--- src/rtl/mii_tx_pkg.sv ---
package mii_tx_pkg;
    typedef enum logic [2:0] {
        ST_IDLE, ST_PRE, ST_SFD, ST_LO, ST_HI, ST_PAD_LO, ST_PAD_HI, ST_FCS
    } tx_state_e;
endpackage

--- src/rtl/mii_col_sync.sv ---
module mii_col_sync #(
    parameter int STAGES = 2
) (
    input  logic clk,
    input  logic rst_n,
    input  logic async_i,
    output logic sync_o
);
    logic [STAGES-1:0] sh_d, sh_q;

    always_comb sh_d = {sh_q[STAGES-2:0], async_i};

    always_ff @(posedge clk or negedge rst_n) begin
        if (!rst_n) sh_q <= '0;
        else        sh_q <= sh_d;
    end

    assign sync_o = sh_q[STAGES-1];
endmodule

--- src/rtl/mii_tx_crc.sv ---
module mii_tx_crc #(
    parameter logic [31:0] POLY = 32'hEDB88320
) (
    input  logic [31:0] crc_i,
    input  logic [7:0]  data_i,
    output logic [31:0] crc_o
);
    always_comb begin
        crc_o = crc_i;
        for (int b = 0; b < 8; b++) begin
            crc_o = (crc_o >> 1) ^ (((crc_o[0] ^ data_i[b]) != 1'b0) ? POLY : 32'h0);
        end
    end
endmodule

--- src/rtl/mii_tx_framer.sv ---
module mii_tx_framer
    import mii_tx_pkg::*;
#(
    parameter int PRE_NIBBLES = 15,
    parameter int MIN_DATA    = 60,
    parameter int MAX_DATA    = 1514,
    parameter int SYNC_STAGES = 2
) (
    input  logic       clk,
    input  logic       rst_n,
    input  logic [7:0] in_data,
    input  logic       in_valid,
    input  logic       in_sop,
    input  logic       in_eop,
    output logic       in_ready,
    input  logic       col_async,
    output logic [3:0] txd,
    output logic       tx_en,
    output logic       col_flag
);
    localparam int CNT_W = $clog2(MAX_DATA + 1);
    localparam int NIB_W = $clog2((PRE_NIBBLES > 8) ? PRE_NIBBLES : 8);
    localparam logic [CNT_W-1:0] MIN_C     = CNT_W'(MIN_DATA);
    localparam logic [CNT_W-1:0] MAX_C     = CNT_W'(MAX_DATA);
    localparam logic [NIB_W-1:0] PRE_LAST  = NIB_W'(PRE_NIBBLES - 1);
    localparam logic [NIB_W-1:0] FCS_LAST  = NIB_W'(7);

    typedef struct packed {
        tx_state_e        state;
        logic [NIB_W-1:0] nib;
        logic [CNT_W-1:0] bytes;
        logic [7:0]       dat;
        logic             last;
        logic [31:0]      crc;
        logic [3:0]       txd;
        logic             tx_en;
        logic             col;
    } tx_reg_t;

    tx_reg_t     q, n;
    logic        col_s;
    logic        take;
    logic [7:0]  crc_data;
    logic [31:0] crc_next;

    mii_col_sync #(.STAGES(SYNC_STAGES)) i_sync (
        .clk(clk), .rst_n(rst_n), .async_i(col_async), .sync_o(col_s)
    );

    mii_tx_crc i_crc (.crc_i(q.crc), .data_i(crc_data), .crc_o(crc_next));

    always_comb begin
        in_ready = (q.state == ST_IDLE) ||
                   (q.state == ST_HI && !q.last && q.bytes < MAX_C);
        take     = in_ready && in_valid && (q.state == ST_HI);
        if (q.state == ST_SFD) crc_data = q.dat;
        else if (take)         crc_data = in_data;
        else                   crc_data = 8'h00;
    end

    always_comb begin
        n = q;
        case (q.state)
            ST_IDLE: begin
                n.txd   = 4'h0;
                n.tx_en = 1'b0;
                if (in_valid && in_sop) begin
                    n.state = ST_PRE;
                    n.nib   = '0;
                    n.bytes = '0;
                    n.dat   = in_data;
                    n.last  = in_eop;
                    n.crc   = '1;
                    n.col   = 1'b0;
                    n.txd   = 4'h5;
                    n.tx_en = 1'b1;
                end
            end
            ST_PRE: begin
                if (q.nib == PRE_LAST) begin
                    n.state = ST_SFD;
                    n.txd   = 4'hD;
                end else begin
                    n.nib = q.nib + 1'b1;
                    n.txd = 4'h5;
                end
            end
            ST_SFD: begin
                n.state = ST_LO;
                n.txd   = q.dat[3:0];
                n.crc   = crc_next;
                n.bytes = q.bytes + 1'b1;
            end
            ST_LO: begin
                n.state = ST_HI;
                n.txd   = q.dat[7:4];
            end
            ST_PAD_LO: begin
                n.state = ST_PAD_HI;
                n.txd   = 4'h0;
            end
            ST_HI, ST_PAD_HI: begin
                if (take) begin
                    n.state = ST_LO;
                    n.dat   = in_data;
                    n.last  = in_eop;
                    n.txd   = in_data[3:0];
                    n.crc   = crc_next;
                    n.bytes = q.bytes + 1'b1;
                end else if (q.bytes < MIN_C) begin
                    n.state = ST_PAD_LO;
                    n.txd   = 4'h0;
                    n.crc   = crc_next;
                    n.bytes = q.bytes + 1'b1;
                end else begin
                    n.state = ST_FCS;
                    n.nib   = '0;
                    n.txd   = ~q.crc[3:0];
                    n.crc   = (~q.crc) >> 4;
                end
            end
            ST_FCS: begin
                if (q.nib == FCS_LAST) begin
                    n.state = ST_IDLE;
                    n.txd   = 4'h0;
                    n.tx_en = 1'b0;
                end else begin
                    n.nib = q.nib + 1'b1;
                    n.txd = q.crc[3:0];
                    n.crc = q.crc >> 4;
                end
            end
            default: n.state = ST_IDLE;
        endcase
        if (q.tx_en && col_s) n.col = 1'b1;
    end

    always_ff @(posedge clk or negedge rst_n) begin
        if (!rst_n) q <= '0;
        else        q <= n;
    end

    assign txd      = q.txd;
    assign tx_en    = q.tx_en;
    assign col_flag = q.col;


    idle_zero_chk: assert property (@(posedge clk) disable iff (!rst_n)
        !tx_en |-> (txd == 4'h0));

    first_nibble_chk: assert property (@(posedge clk) disable iff (!rst_n)
        $rose(tx_en) |-> (txd == 4'h5));

    end_after_fcs_chk: assert property (@(posedge clk) disable iff (!rst_n)
        $fell(tx_en) |-> ($past(q.state) == ST_FCS));

    flag_clear_chk: assert property (@(posedge clk) disable iff (!rst_n)
        $fell(col_flag) |-> $rose(tx_en));

    no_ready_pre_chk: assert property (@(posedge clk) disable iff (!rst_n)
        (q.state == ST_PRE || q.state == ST_SFD) |-> !in_ready);
endmodule

--- config.mk ---
export PLATFORM = sky130hd
export DESIGN_NAME = mii_tx_framer
export DESIGN_NICKNAME = d
export VERILOG_FILES = /design/src/rtl/mii_tx_pkg.sv /design/src/rtl/mii_col_sync.sv /design/src/rtl/mii_tx_crc.sv /design/src/rtl/mii_tx_framer.sv
export SDC_FILE = /design/constraint.sdc
export NUM_CORES = 1
export LEC_CHECK = 0
export BUFFER_PORTS_ARGS = -buffer_cell sky130_fd_sc_hd__buf_2
export CAP_MARGIN = 10
export CORE_MARGIN = 2
export CORE_UTILIZATION = 50
export CTS_CLUSTER_SIZE = 12
export DETAILED_ROUTE_END_ITERATION = 12
export GPL_TIMING_DRIVEN = 0
export PLACE_DENSITY = 0.67
export SLEW_MARGIN = 20
export SYNTH_ARGS = -nofsm -noshare
export SYNTH_HDL_FRONTEND = slang
export SYNTH_HIERARCHICAL = 1
export SYNTH_SLANG_ARGS = --single-unit
--- constraint.sdc ---
create_clock -name clk -period 10.38 [get_ports clk]
set_clock_uncertainty 0.2 [all_clocks]
set_input_delay 1.038 -clock clk [delete_from_list [all_inputs] [get_ports clk]]
set_output_delay 1.038 -clock clk [all_outputs]
set_load 0.05 [all_outputs]
==> impl_results.md, run 1 <==
- Outcome: complete, no violations
- CTS resizes: 0
- First-pass GRT wire length: about 18 mm
- CTS tree: yes
- GR Util All Layers: 0.2279
- DP Area: ~0.0048 mm^2
- Iter 0 DRT Violations: roughly 290
- Worst slew margin: 0.3180
- Max-cap violations: 0
- Die H: approximately 100 um
- Mapped Cells: between 400 and 500
- Syn_nets: about 480
- H-tree levels: 3
- Crit path capture type: register
- Nets: a little over 500
- Initial antenna violation count: 0
- Post-Syn Area: 0.004582 mm^2
- Post-cts hold buffer count: 0
- Wire length per cell: around 18 um
- Drc violations: 0
- Netlist cell types: 55
- I/O Pins: 21
- Post-synth top area cell: dfrtp_1
- Setup WS pre-CTS: between 6 and 7 ns
- RSZ-0062 raised after global routing: false
- Port Buffers: 20
- DIE AREA: ~0.0099 mm^2
- Routed via count: roughly 3500
- Num CTS Buffers: 9
- Post-CTS setup buffer count: 0
- Actual slew at the worst max-slew pin: about 1.0 ns
- # setup viols final: 0
- Setup CP Type: in -> reg
- F_max: 0.2551 GHz
- CTS sink count: 67
- Crit path launch: in_valid
- Hold Crit Start: i_sync/sh_q[0]
- Fin crit share: 0.3776
- Row cnt: 34
- Final Max Tran Viols: 0
- Flops & latches, synth: 67
- Synth warn: 6
- Longest Clk Path Bufs: 2
- Gr ovfl total: 0
- Synth async-reset ratio: 1.000
- Core box area: slightly below 0.009 mm^2
- Number of global-route vias before repair: between 3000 and 4000
- Routability Congestion: approximately 0.89
- Root buf cell: clkbuf_8
- Initial core utilization: 0.5203
- Area delta synth->final: 10.51%
- CP max FO: 10
- Synth top area share: 0.3659
- DRT Pass-1 Iters: 4
- Die Wd: between 90 and 100 um
- Commonest cells post-synth: dfrtp_1 (67), nor2_1 (61), nand2_1 (58)
- Design area: slightly above 0.005 mm^2
- Number of diodes: 0
- Register area share after synthesis: 0.3659
- Synth top area cells: dfrtp_1 (37%), xnor3_1 (6.4%), xnor2_1 (5.7%)
- Min Tclk post-route: 3.919 ns
- Critical Path RT: between 10 and 15 ns
- Setup crit start kind: input port
- Hpwl dp: roughly 8 mm
- Final worst setup slack: 6.461 ns
- Top-count cell post-synth: dfrtp_1
- CTS clk-pin slew, worst paths: about 0.080 ns
- Mean Syn Cell Area: ~10 um^2
- Ratio of cells with drive above 1 in the final layout: 0.1475
- Largest net degree at the start of global routing: 37
- Final wirelength: roughly 11 mm
- R2r startpoint: q[49]
- Top FF cell, synth: dfrtp_1
- Worst skew pair latency: about 0.35 ns
- Worst EP arrival: between 3 and 4 ns
- Setup TNS: 0 ns
- Via density: between 5 and 6
- EDFF count, synth: 0
- Final Hold Viols: 0
- Hold Crit Class: reg -> reg
- Detail Route Antenna Nets: 0
## cell usage in the layout (no fill, tap or decap), types with 6 or more instances in the layout
cell | Yosys | final
o21a_1 | 31 | 31
nor2_1 | 61 | 61
xor2_1 | 15 | 15
clkbuf_8 | 0 | 9
o221ai_1 | 28 | 28
nand2_1 | 58 | 58
xnor2_1 | 30 | 30
clkbuf_1 | 13 | 13
xnor3_1 | 13 | 13
a22o_1 | 10 | 10
dfrtp_1 | 67 | 67
a21oi_1 | 17 | 17
buf_4 | 5 | 6
buf_2 | 6 | 25
o21ai_0 | 17 | 17
## final timing paths
path,slack [ns],endpoint,depth (start not counted)
min reg2reg,0.16,i_sync/sh_q[1],0
max,6.46,q[11],11
min,0.16,i_sync/sh_q[1],0
max in group asynchronous,9.03,q[43],2
min in group asynchronous,0.41,q[52],1
max reg2reg,6.47,q[11],11
## worst max-delay path, cell delays in order
cell and delay (ns):
buf_2 0.14, nand3_1 0.14, nor3_4 0.35, clkbuf_1 0.49, a22o_1 0.34, xnor2_2 0.18, xnor2_2 0.47, xor3_1 0.44
nor2_1 0.12, o221ai_1 0.12, o21a_1 0.12
## area by class of cell
cell class / instances / area, um^2
tap: 108 / 135.1
buffer: 29 / 150.1
fill: 768 / 3742
clock inverter: 7 / 100.1
multi-input combinational: 358 / 2740
timing repair buffer: 21 / 122.6
sequential: 67 / 1677
inverter: 4 / 15.01
clock buffer: 9 / 123.9
## layer usage
layer / global-route usage / vias to the layer above / share of wire
met4: 0.06322 / 0 / 0.0085
met2: 0.3238 / 94 / 0.44
met5: 0 / - / 0
met1: 0.3550 / 1727 / 0.50
li1: - / 1706 / -
met3: 0.04427 / 8 / 0.050
## sequential cells by signal (all words and copies together) (netlist names)
name,flops
q,59
txd,4
i_sync/sh_q,2
col_flag,1
tx_en,1
## stage by stage
step | util | instances | hold WS, ns
after floorplan | - | 458 | 0.1312
after global placement | 0.5470 | 586 | 0.1349
after detailed placement | 0.5496 | 587 | 0.1412
after CTS | 0.5750 | 603 | 0.1613
after global routing | 0.5750 | 603 | 0.1678
final | 0.5750 | 603 | 0.1582
## cells by family (layout without fill, tap and decap cells)
family	Yosys count	in the layout	share of synthesized area
AOI/OAI and AO/OA	126	126	0.2026
adders and majority gates	3	3	0.008193
buffers and inverters	33	70	0.03605
xor gates and xnor gates	74	74	0.2288
and+or+nand+nor	152	152	0.1513
muxes	3	3	0.007100
DFF	67	67	0.3659
Power of run 1 is not shown: default switching activity piles up to over one toggle a cycle in this logic, so the estimate is an artifact.
==> run 2, diff against run 1 <==
Settings changed: ABC_AREA set to 1, PLACE_DENSITY 0.67 to 0.69.
Clock period 10.38 ns to 3.32 ns, I/O delays scaled along.
==> impl_results.md, run 2 <==
- Outcome: complete, no violations
- Synth async-reset ratio: 1.000 (unchanged)
- Wire length per cell: 15.35 um (-13%)
- Largest reg by FF count: q
- Top FF cell, synth: dfrtp_1
- Via density: 5.375 (-8.3%)
- Final hold slack: 0.03421 ns (-0.1240 ns)
- Area delta synth->final: 20.96%
- Worst EP arrival: 3.27 ns (-0.69 ns)
- Largest net degree at the start of global routing: 45 (+22%)
- Nets: 995 (+96%)
- Final Max Tran Viols: 0 (unchanged)
- Core box area: 0.01132 mm^2 (+29%)
- Flops & latches, synth: 67 (unchanged)
- Synth warn: 6 (unchanged)
- Crit path capture type: register
- Commonest non-fill, non-tap cell in the layout: nand2_1
- CP max FO: 6 (-4)
- I/O Pins: 21 (unchanged)
- Leading cell types in the layout, fill and taps excluded: nand2_1 (259), inv_1 (134), nand3_1 (86), dfrtp_1 (62), nor2_1 (59)
- Worst skew pair latency: 0.35 ns (about the same)
- DIE AREA: 0.01235 mm^2 (+24%)
- WP buf/inv: 5 (+3)
- Synth top area cells: dfrtp_1 (29%), nand2_1 (19%), inv_1 (9.6%)
- Fin crit share: 0.9695
- Number of diodes: 0 (unchanged)
- Commonest cells post-synth: nand2_1 (293), inv_1 (147), nand3_1 (90)
- CP max stage cell: dfrtp_2
- Root buf cell: clkbuf_16
- Row cnt: 39 (+15%)
- RSZ-0062 raised after global routing: true
- Setup CP Type: reg -> reg
- Drc violations: 0 (unchanged)
- Hpwl dp: 12.27 mm (+53%)
- Num CTS Buffers: 9 (unchanged)
- Max-cap violations: 0 (unchanged)
- Filler Cells Inserted: 1087 (+42%)
- CTS sink count: 67 (unchanged)
- # setup viols final: 0 (unchanged)
- Critical Path Most Common Cell: nand2_2
- Mapped Cells: 919 (+100%)
- CTS tree: yes
- CTS clk-pin slew, worst paths: 0.06 ns (-0.02 ns)
- Gr ovfl total: 0 (unchanged)
- Top-count cell post-synth: nand2_1
- EDFF count, synth: 0 (unchanged)
- Initial core utilization: 0.5069 (-0.01347)
- Hold Crit Class: in -> reg
- Critical Path RT: 3.37 ns (-7.05 ns)
- Netlist cell types: 43 (-22%)
- Port Buffers: 20 (unchanged)
- Longest Clk Path Bufs: 2 (unchanged)
- Number of global-route vias before repair: 5486 (+65%)
- Detail Route Antenna Nets: 0 (unchanged)
- Initial antenna violation count: 0 (unchanged)
- Final Hold Viols: 0 (unchanged)
- Final wirelength: 17.29 mm (+62%)
- H-tree levels: 3 (unchanged)
- GR Util All Layers: 0.2777 (+0.04973)
- Register area share after synthesis: 0.2922 (-0.07373)
- Post-Syn Area: 0.005738 mm^2 (+25%)
- Min Tclk post-route: around 3.2 ns
- Setup crit start kind: register
- Max reg flops: 59 (unchanged)
- Crit-path cells: nor2_4 -> nand2_2 -> nor2_2 -> nand2_8 -> buf_12 -> inv_6 -> nand2_2 -> o21ai_4 -> inv_2 -> nand2_2 -> nand2_4 -> nand2_2 -> nand2_4 -> xor2_1 -> inv_1 -> nand2_1 -> nand2_1 -> nor3_1 -> nor2_1 -> nand3_1 -> nand4_1 -> nand2_1 -> inv_1
- Multi-input logic area: 0.003618 mm^2 (+32%)
- Syn_nets: 936 (+97%)
- Die H: 111.1 um (+11%)
- FF+latch area: 0.001683 mm^2 (+0.37%)
- Routed via count: 6052 (+71%)
- Setup WS pre-CTS: -0.5912 ns (-6.744 ns)
- Routability Congestion: 0.9171 (+3.0%)
- F_max: 0.3107 GHz
- R2r setup slk: 0.10 ns (-6.37 ns)
- Die Wd: 111.1 um (+11%)
- First-pass GRT wire length: 27.50 mm (+57%)
- Delay-heaviest family, CP: simple AND/OR/NAND/NOR gates
- Final worst setup slack: 0.1014 ns (-6.359 ns)
- Worst slew margin: 0.5640 (+0.2460)
- DRT Pass-1 Iters: 5 (+1)
- Synth top area share: 0.2922 (-0.07373)
- Mean Syn Cell Area: 6.244 um^2 (-38%)
- Actual slew at the worst max-slew pin: 0.6540 ns (-0.3612 ns)
- Ratio of cells with drive above 1 in the final layout: 0.2167 (+0.06921)
- Post-synth top area cell: dfrtp_1
- Slowest stage delay, CP: 0.45 ns (-0.04 ns)
- Iter 0 DRT Violations: 510 (+78%)
run 2: cell count changes after synthesis, moves of 19 or more:
cell	change
inv_1	+143
nand2_1	+235
nand2_2	+20
nand3_1	+87
nand4_1	+19
o21a_1	-29
o21ai_0	+22
o221ai_1	-28
run 2: path summary, 6_finish.rpt:
check | start | endpoint | cells past startpoint
max | q[62] | q[10] | 23
min | in_data[2] | q[41] | 3
max reg2reg | q[62] | q[10] | 23
min reg2reg | i_sync/sh_q[0] | i_sync/sh_q[1] | 0
max in group asynchronous | rst_n | q[62] | 3
min in group asynchronous | rst_n | q[9] | 2
run 2: logic make-up after synthesis:
kind of cell | share of synthesized area
simple gates | 0.4213
buf+inv | 0.1352
compound gates | 0.07981
flops | 0.2922
xor+xnor | 0.06498
fa+ha+maj | 0.006542
run 2: per-layer routing:
metal	vias up	global-route usage	wire length, um
met1	2841	0.3908	7779
li1	2979	-	-
met4	0	0.1053	326
met5	-	0	0
met3	33	0.04757	1056
met2	199	0.4290	8125
run 2: per-stage QoR:
stage | area, um^2 | cells | util | TNS, ns
after floorplan | 5738 | 919 | - | 0
after CTS | 6528 | 1109 | 0.5766 | 0
after global placement | 6017 | 1082 | 0.5315 | -9.456
after detailed placement | 6047 | 1083 | 0.5342 | -10.48
after global routing | 6940 | 1126 | 0.6131 | -0.4437
final | 6940 | 1126 | 0.6131 | 0
run 2: final cells by class:
cell class,count,share of cell area
multi-input cells,658,0.5214
flip-flops and latches,67,0.2425
inverters,159,0.08816
repair buffers,49,0.04976
clock buffers,11,0.03642
plain buffers,34,0.02740
well taps,143,0.02578
clock inverters,5,0.008653
run 2: worst min-delay path, cell delays in order:
cell and delay (ns):
buf_2 0.09, nand3_1 0.06, o21ai_0 0.06
run 2: repair_timing:
action,in CTS,in global routing
endpoints found under the setup margin,29,22
gates resized for setup,29,90
hold buffers,2,0
buffers inserted,9,17
hold endpoints to repair,24,0
pin swaps,4,25
Power of run 2 is left out for the same reason.
